[src/rtl/tapc_pkg.sv]
package tapc_pkg;
   typedef enum logic [1:0] {
      TM_OTHER  = 2'd0,
      TM_SDR104 = 2'd1,
      TM_HS200  = 2'd2,
      TM_HS400  = 2'd3
   } tmode_e;

   localparam int REQ_DN  = 0;
   localparam int REQ_UP  = 1;
   localparam int REQ_ERR = 2;
   localparam int REQ_W   = 3;
   localparam int CMP_DN  = 0;
   localparam int CMP_UP  = 1;
endpackage

[src/rtl/tapc_wrap.sv]
module tapc_wrap #(
   parameter int TAP_NUM = 8,
   localparam int TW = $clog2(TAP_NUM)
) (
   input  logic [TW-1:0] tap_i,
   output logic [TW-1:0] inc_o,
   output logic [TW-1:0] dec_o
);
   localparam int POW2 = ((1 << TW) == TAP_NUM) ? 1 : 0;

   generate
      if (POW2 == 1) begin : g_pow2
         assign inc_o = tap_i + 1'b1;
         assign dec_o = tap_i - 1'b1;
      end else begin : g_cmp
         assign inc_o = (tap_i == TW'(TAP_NUM - 1)) ? '0 : tap_i + 1'b1;
         assign dec_o = (tap_i == '0) ? TW'(TAP_NUM - 1) : tap_i - 1'b1;
      end
   endgenerate
endmodule

[src/rtl/tapc_reqreg.sv]
module tapc_reqreg
   import tapc_pkg::*;
(
   input  logic             clk_i,
   input  logic             rst_ni,
   input  logic [REQ_W-1:0] set_i,
   input  logic             clr_i,
   output logic [REQ_W-1:0] req_o
);
   logic [REQ_W-1:0] req_q;

   always_ff @(posedge clk_i) begin
      if (!rst_ni) req_q <= '0;
      else         req_q <= (clr_i ? '0 : req_q) | set_i;
   end

   assign req_o = req_q;

   assert_clear_R2: assert property (@(posedge clk_i) disable iff (!rst_ni)
      (clr_i && set_i == '0) |=> (req_o == '0));
   assert_sticky_R2: assert property (@(posedge clk_i) disable iff (!rst_ni)
      !clr_i |=> ((req_o & $past(req_o)) == $past(req_o)));
endmodule

[src/rtl/tapc_decide.sv]
module tapc_decide
   import tapc_pkg::*;
#(
   parameter int TAP_NUM = 8,
   localparam int TW = $clog2(TAP_NUM)
) (
   input  logic [TW-1:0]      tap_i,
   input  logic [TW-1:0]      inc_i,
   input  logic [TW-1:0]      dec_i,
   input  logic [REQ_W-1:0]   req_i,
   input  logic [1:0]         cmd_cmp_i,
   input  tmode_e             mode_i,
   input  logic               auto_en_i,
   input  logic [TAP_NUM-1:0] bad_mask_i,
   input  logic [TAP_NUM-1:0] sweep_ok_i,
   output logic               move_o,
   output logic [TW-1:0]      nxt_o,
   output logic               retune_o
);
   logic          want;
   logic [TW-1:0] cand;

   always_comb begin
      move_o   = 1'b0;
      nxt_o    = tap_i;
      retune_o = 1'b0;
      want     = 1'b0;
      cand     = tap_i;
      if (auto_en_i) begin
         retune_o = req_i[REQ_ERR];
      end else if (mode_i == TM_HS400) begin
         if (req_i != '0) begin
            unique case (cmd_cmp_i)
               2'b10:   begin want = 1'b1; cand = inc_i; end
               2'b01:   begin want = 1'b1; cand = dec_i; end
               2'b11:   retune_o = 1'b1;
               default: ;
            endcase
         end
         if (want) begin
            if (bad_mask_i[cand]) begin
               retune_o = sweep_ok_i[tap_i];
            end else begin
               move_o = 1'b1;
               nxt_o  = cand;
            end
         end
      end else begin
         if (req_i[REQ_ERR]) begin
            retune_o = 1'b1;
         end else if (req_i[REQ_UP]) begin
            move_o = 1'b1;
            nxt_o  = inc_i;
         end else if (req_i[REQ_DN]) begin
            move_o = 1'b1;
            nxt_o  = dec_i;
         end
      end
   end
endmodule

[src/rtl/tapc_avoid.sv]
module tapc_avoid #(
   parameter int TAP_NUM = 8,
   localparam int TW = $clog2(TAP_NUM)
) (
   input  logic [TW-1:0]      tap_i,
   input  logic [TW-1:0]      inc_i,
   input  logic [TW-1:0]      dec_i,
   input  logic [TAP_NUM-1:0] bad_mask_i,
   output logic [TW-1:0]      tgt_o
);
   always_comb begin
      if (!bad_mask_i[tap_i])     tgt_o = tap_i;
      else if (!bad_mask_i[inc_i]) tgt_o = inc_i;
      else if (!bad_mask_i[dec_i]) tgt_o = dec_i;
      else                         tgt_o = tap_i;
   end
endmodule

[src/rtl/tap_corrector.sv]
module tap_corrector
   import tapc_pkg::*;
#(
   parameter int TAP_NUM = 8,
   localparam int TW = $clog2(TAP_NUM)
) (
   input  logic               clk_i,
   input  logic               rst_ni,
   input  logic               chk_stb_i,
   input  logic [2:0]         req_set_i,
   input  logic [1:0]         cmd_cmp_i,
   input  logic [1:0]         mode_i,
   input  logic               four_tap_i,
   input  logic               tuning_i,
   input  logic               auto_en_i,
   input  logic [TAP_NUM-1:0] bad_mask_i,
   input  logic [TAP_NUM-1:0] sweep_ok_i,
   input  logic               load_i,
   input  logic [TW-1:0]      load_tap_i,
   input  logic               hs400_go_i,
   output logic [TW-1:0]      tap_cur_o,
   output logic [TW-1:0]      tap_reg_o,
   output logic               retune_o
);
   initial begin
      assert (TAP_NUM >= 2 && TAP_NUM <= 64 && (TAP_NUM % 2) == 0)
         else $error("TAP_NUM must be even and within 2..64");
   end

   tmode_e           mode;
   logic [TW-1:0]    tap_q;
   logic [TW-1:0]    tap_inc, tap_dec, avoid_tgt, dec_nxt;
   logic [REQ_W-1:0] req;
   logic             eligible, perform, dec_move, dec_retune, retune_q;

   assign mode     = tmode_e'(mode_i);
   assign eligible = (mode != TM_OTHER) && !(mode == TM_HS400 && four_tap_i) && !tuning_i;
   assign perform  = chk_stb_i && !load_i && !hs400_go_i && eligible;

   tapc_wrap #(.TAP_NUM(TAP_NUM)) i_wrap (
      .tap_i (tap_q),
      .inc_o (tap_inc),
      .dec_o (tap_dec)
   );

   tapc_reqreg i_req (
      .clk_i  (clk_i),
      .rst_ni (rst_ni),
      .set_i  (req_set_i),
      .clr_i  (perform),
      .req_o  (req)
   );

   tapc_decide #(.TAP_NUM(TAP_NUM)) i_decide (
      .tap_i      (tap_q),
      .inc_i      (tap_inc),
      .dec_i      (tap_dec),
      .req_i      (req),
      .cmd_cmp_i  (cmd_cmp_i),
      .mode_i     (mode),
      .auto_en_i  (auto_en_i),
      .bad_mask_i (bad_mask_i),
      .sweep_ok_i (sweep_ok_i),
      .move_o     (dec_move),
      .nxt_o      (dec_nxt),
      .retune_o   (dec_retune)
   );

   tapc_avoid #(.TAP_NUM(TAP_NUM)) i_avoid (
      .tap_i      (tap_q),
      .inc_i      (tap_inc),
      .dec_i      (tap_dec),
      .bad_mask_i (bad_mask_i),
      .tgt_o      (avoid_tgt)
   );

   always_ff @(posedge clk_i) begin
      if (!rst_ni) begin
         tap_q    <= '0;
         retune_q <= 1'b0;
      end else begin
         if (load_i)                    tap_q <= load_tap_i;
         else if (hs400_go_i)           tap_q <= avoid_tgt;
         else if (perform && dec_move)  tap_q <= dec_nxt;
         retune_q <= perform && dec_retune;
      end
   end

   assign tap_cur_o = tap_q;
   assign tap_reg_o = four_tap_i ? (tap_q >> 1) : tap_q;
   assign retune_o  = retune_q;

   assert_tap_range_R8: assert property (@(posedge clk_i) disable iff (!rst_ni)
      tap_cur_o < TW'(TAP_NUM - 1) || tap_cur_o == TW'(TAP_NUM - 1));
   assert_skip_idle_R7: assert property (@(posedge clk_i) disable iff (!rst_ni)
      (chk_stb_i && !eligible && !load_i && !hs400_go_i) |=> (!retune_o && $stable(tap_q)));
   assert_retune_cause_R11: assert property (@(posedge clk_i) disable iff (!rst_ni)
      retune_o |-> $past(chk_stb_i));
   assert_single_step_R3: assert property (@(posedge clk_i) disable iff (!rst_ni)
      (perform && dec_move) |=> (tap_q == $past(tap_inc) || tap_q == $past(tap_dec)));
   assert_no_bad_step_R5: assert property (@(posedge clk_i) disable iff (!rst_ni)
      (perform && dec_move && mode == TM_HS400) |-> !bad_mask_i[dec_nxt]);
   assert_entry_clean_R9: assert property (@(posedge clk_i) disable iff (!rst_ni)
      (hs400_go_i && !load_i) |-> (avoid_tgt == tap_q || !bad_mask_i[avoid_tgt]));
endmodule

[config.mk]
export PLATFORM = sky130hd
export DESIGN_NAME = tap_corrector
export DESIGN_NICKNAME = d
export VERILOG_FILES = /design/src/rtl/tapc_pkg.sv /design/src/rtl/tapc_wrap.sv /design/src/rtl/tapc_reqreg.sv /design/src/rtl/tapc_decide.sv /design/src/rtl/tapc_avoid.sv /design/src/rtl/tap_corrector.sv
export SDC_FILE = /design/constraint.sdc
export NUM_CORES = 1
export LEC_CHECK = 0
export BUFFER_PORTS_ARGS = -buffer_cell sky130_fd_sc_hd__buf_2
export CORE_ASPECT_RATIO = 1.5
export CORE_MARGIN = 1.5
export CORE_UTILIZATION = 60
export CTS_BUF_LIST = sky130_fd_sc_hd__clkbuf_8
export CTS_CLUSTER_SIZE = 20
export DETAILED_ROUTE_END_ITERATION = 6
export GPL_ROUTABILITY_DRIVEN = 0
export GPL_TIMING_DRIVEN = 0
export PLACE_DENSITY = 0.87
export SETUP_SLACK_MARGIN = 0.5
export SLEW_MARGIN = 30
export SYNTH_ARGS = -nofsm -noshare
export SYNTH_HDL_FRONTEND = slang
export SYNTH_HIERARCHICAL = 1
export SYNTH_SLANG_ARGS = --single-unit
[constraint.sdc]
create_clock -name clk_i -period 7.03 [get_ports clk_i]
set_input_delay 1.406 -clock clk_i [delete_from_list [all_inputs] [get_ports clk_i]]
set_output_delay 1.406 -clock clk_i [all_outputs]
set_load 0.05 [all_outputs]
==> flow_summary.toml <==
[synth]
postSynthAreaPerCell_um2 = 8.57
synth_area_mm2 = 0.00157
synth-seq-area-share_pct = 8.93
synth_nets = 222
yosys_warnings = 6
synth_edf_count = 0
synth-async-reset-ratio_pct = 0
ys_types = 55
synthCells = 183
synth_flop_cell = "dfxtp_1"
synth-seq-cells = 7

[detailed_routing]
ant_nets = 0
first_pass_iters = 5
route.vias.total = 1805
finalWirelength_mm = 4.54
wire_per_inst_um = 18.2
wl_met1_mm = 1.60
dr_wl_met3_um = 375
wl_met2_mm = 2.49
via_per_inst = 7.22
first_iter_violations = 88
top_layer = "met4"
drcViolationCount = 0

[worst_hold_path]
worstHoldPathCells = 2
min_path_type = "reg -> reg"
hold_start = "tap_cur_o[0]"
min_to = "tap_cur_o[0]"

[clocking]
clk_latency_ns = 0.23
cts.sinks = 7
clk_pin_slew_ns = 0.04
cts_tree = "yes"
cts-root-buf = "clkbuf_8"
numCtsBuffers = 3
htreeDepth = 1
postCtsHoldBufs = 0
clockBufferDepth = 2
post_cts_buffers = 0
cts-resized-gates = 0

[final_layout]
final_cell_mix = "40 x buf_2, 14 x nor2_1, 11 x inv_1, 11 x mux4_2, 10 x nand2_1"
mostFrequentLayoutCell = "buf_2"
fin_cells = 250
fin_area_mm2 = 0.00184
synthToLayoutAreaGrowth_pct = 17.3
n_fill_cell = 203
final_nets = 266
drive_gt1_share_pct = 33.2
diodes = 0

[setup_path]
reg2reg_to = "tap_cur_o[0]"
worstPathRequired_ns = 7.14
crit_path_end_kind = "register"
cp-start-kind = "input pin"
r2r_slack_ns = 3.16
critPathMaxFanout = 10
arrival_ns = 4.26
reg2reg_from = "tap_cur_o[0]"
worst_r2r_path_depth = 12
crit_type = "in -> reg"

[floorplanning]
die_area_mm2 = 0.00294
start_util_pct = 63.3
rows = 22
die_y_um = 65.6
die_x_um = 44.8
core-area_mm2 = 0.00248
io_pins = 41

[global_route]
grt_pass1_wl_mm = 7.22
grt_max_degree = 14
grtUsageTotal_pct = 32.5
antenna_found_initial = 0
first_global_vias = 1613
grt-ovfl-total = 0

[power]
irDropWorstVdd_mv = 0.151
cellLeakagePower_uw = 0.000793
p_per_area_mw_per_mm2 = 188
total_power_uw = 346

[run]
cap_violations = 0

[sta]
worstMarginPinSlew_ns = 0.725
tns_ns = 0
fin_crit_ns = 4.16
relSlewSlack_pct = 51.5
fin_crit_sh_pct = 59.1
grt_setup_unrepaired = "no"
skew_ns = 0.00153
finalHoldViolations = 0
slew_viol_final = 0
setup_slack_ns = 2.87
setup_violations = 0
timing.fmax_mhz = 241

[place]
port_buffers = 39
placed_cells = 246
place_area_mm2 = 0.00179
dp_hpwl_mm = 3.53
pre_cts_slack_ns = 2.77

[run_status]
outcome = "completed"
==> cell usage after synthesis (5+ instances only) <==
| cell | number | area, µm² |
|---|---|---|
| nor2_1 | 14 | 52.6 |
| inv_1 | 11 | 41.3 |
| mux4_2 | 11 | 248 |
| nand2_1 | 10 | 37.5 |
| mux2i_1 | 8 | 80.1 |
| nand2b_1 | 8 | 50.1 |
| dfxtp_1 | 7 | 140 |
| a21oi_1 | 6 | 30.0 |
| a22o_1 | 6 | 52.6 |
| mux2_2 | 6 | 67.6 |
| nor2b_1 | 6 | 37.5 |
| nor3_1 | 6 | 30.0 |
| o21a_1 | 6 | 45.0 |
| ha_1 | 5 | 62.6 |
| o22a_1 | 5 | 43.8 |
==> layer usage <==
metal	vias up	track usage [%]
met5	-	0
met4	0	7.95
met3	12	4.67
met2	130	59.8
met1	848	37.5
li1	815	-
==> area by class of cell <==
cell class                      count  area (µm²)  area share, %
Clock inverter                      1        5.00          0.272
Inverter                           11        41.3           2.24
Tap cell                           24        30.0           1.63
Buffer                              8        50.0           2.72
Multi-Input combinational cell    157        1340           72.7
Clock buffer                        3        41.3           2.24
Timing Repair Buffer               39         195           10.6
Sequential cell                     7         140           7.61
==> per-stage QoR <==
step           hold slack, ns  util [%]
5_1_grt                 0.704      74.3
6_report                0.682      74.3
3_3_place_gp            0.638      72.4
3_5_place_dp            0.674      72.4
2_1_floorplan           0.597         -
4_1_cts                 0.676      74.3
==> flip-flops by register name, indices dropped and copies added, names as in the netlist <==
name and cells:
i_req/req_o 3, tap_cur_o 3, retune_o 1
==> how the worst max path moves through the flow <==
stage | start | to | slack, ns | cells after the start
final | cmd_cmp_i[0] | tap_cur_o[0] | 2.87 | 13
after detailed placement | cmd_cmp_i[0] | tap_cur_o[0] | 2.77 | 13
after CTS | cmd_cmp_i[0] | tap_cur_o[0] | 2.99 | 13
after global routing | cmd_cmp_i[0] | tap_cur_o[2] | 2.70 | 13
after floorplan | cmd_cmp_i[0] | tap_cur_o[0] | 3.24 | 12
after global placement | cmd_cmp_i[0] | tap_cur_o[2] | 2.86 | 13
==> critical path, stage by stage <==
cell	delay (ns)
buf_2	0.10
inv_1	0.04
ha_1	0.34
inv_1	0.13
clkbuf_1	0.39
nand3_1	0.24
a22oi_1	0.27
a32oi_2	0.15
a21oi_1	0.33
o2bb2ai_1	0.16
inv_1	0.05
o41a_1	0.50
mux2i_1	0.16
==> power breakdown <==
part | switching, µW | total, µW | internal, µW | leakage (µW)
clock | 19.0 | 57.5 | 38.5 | 0.0000255
combinational | 129 | 234 | 105 | 0.000710
sequential | 11.0 | 54.4 | 43.4 | 0.0000581
total | 159 | 346 | 186 | 0.000793
==> kinds of logic (layout without fill, tap and decap cells) <==
logic type,count (synthesis),in the layout,share of synthesized area (%)
and+or+nand+nor,64,64,21.8
AOI/OAI and AO/OA,59,59,31.3
muxes,27,27,27.0
buffers and inverters,19,62,5.82
DFF,7,7,8.93
adders and majority gates,5,5,3.99
xor gates and xnor gates,2,2,1.12
Power figures use the tool's default switching activity.
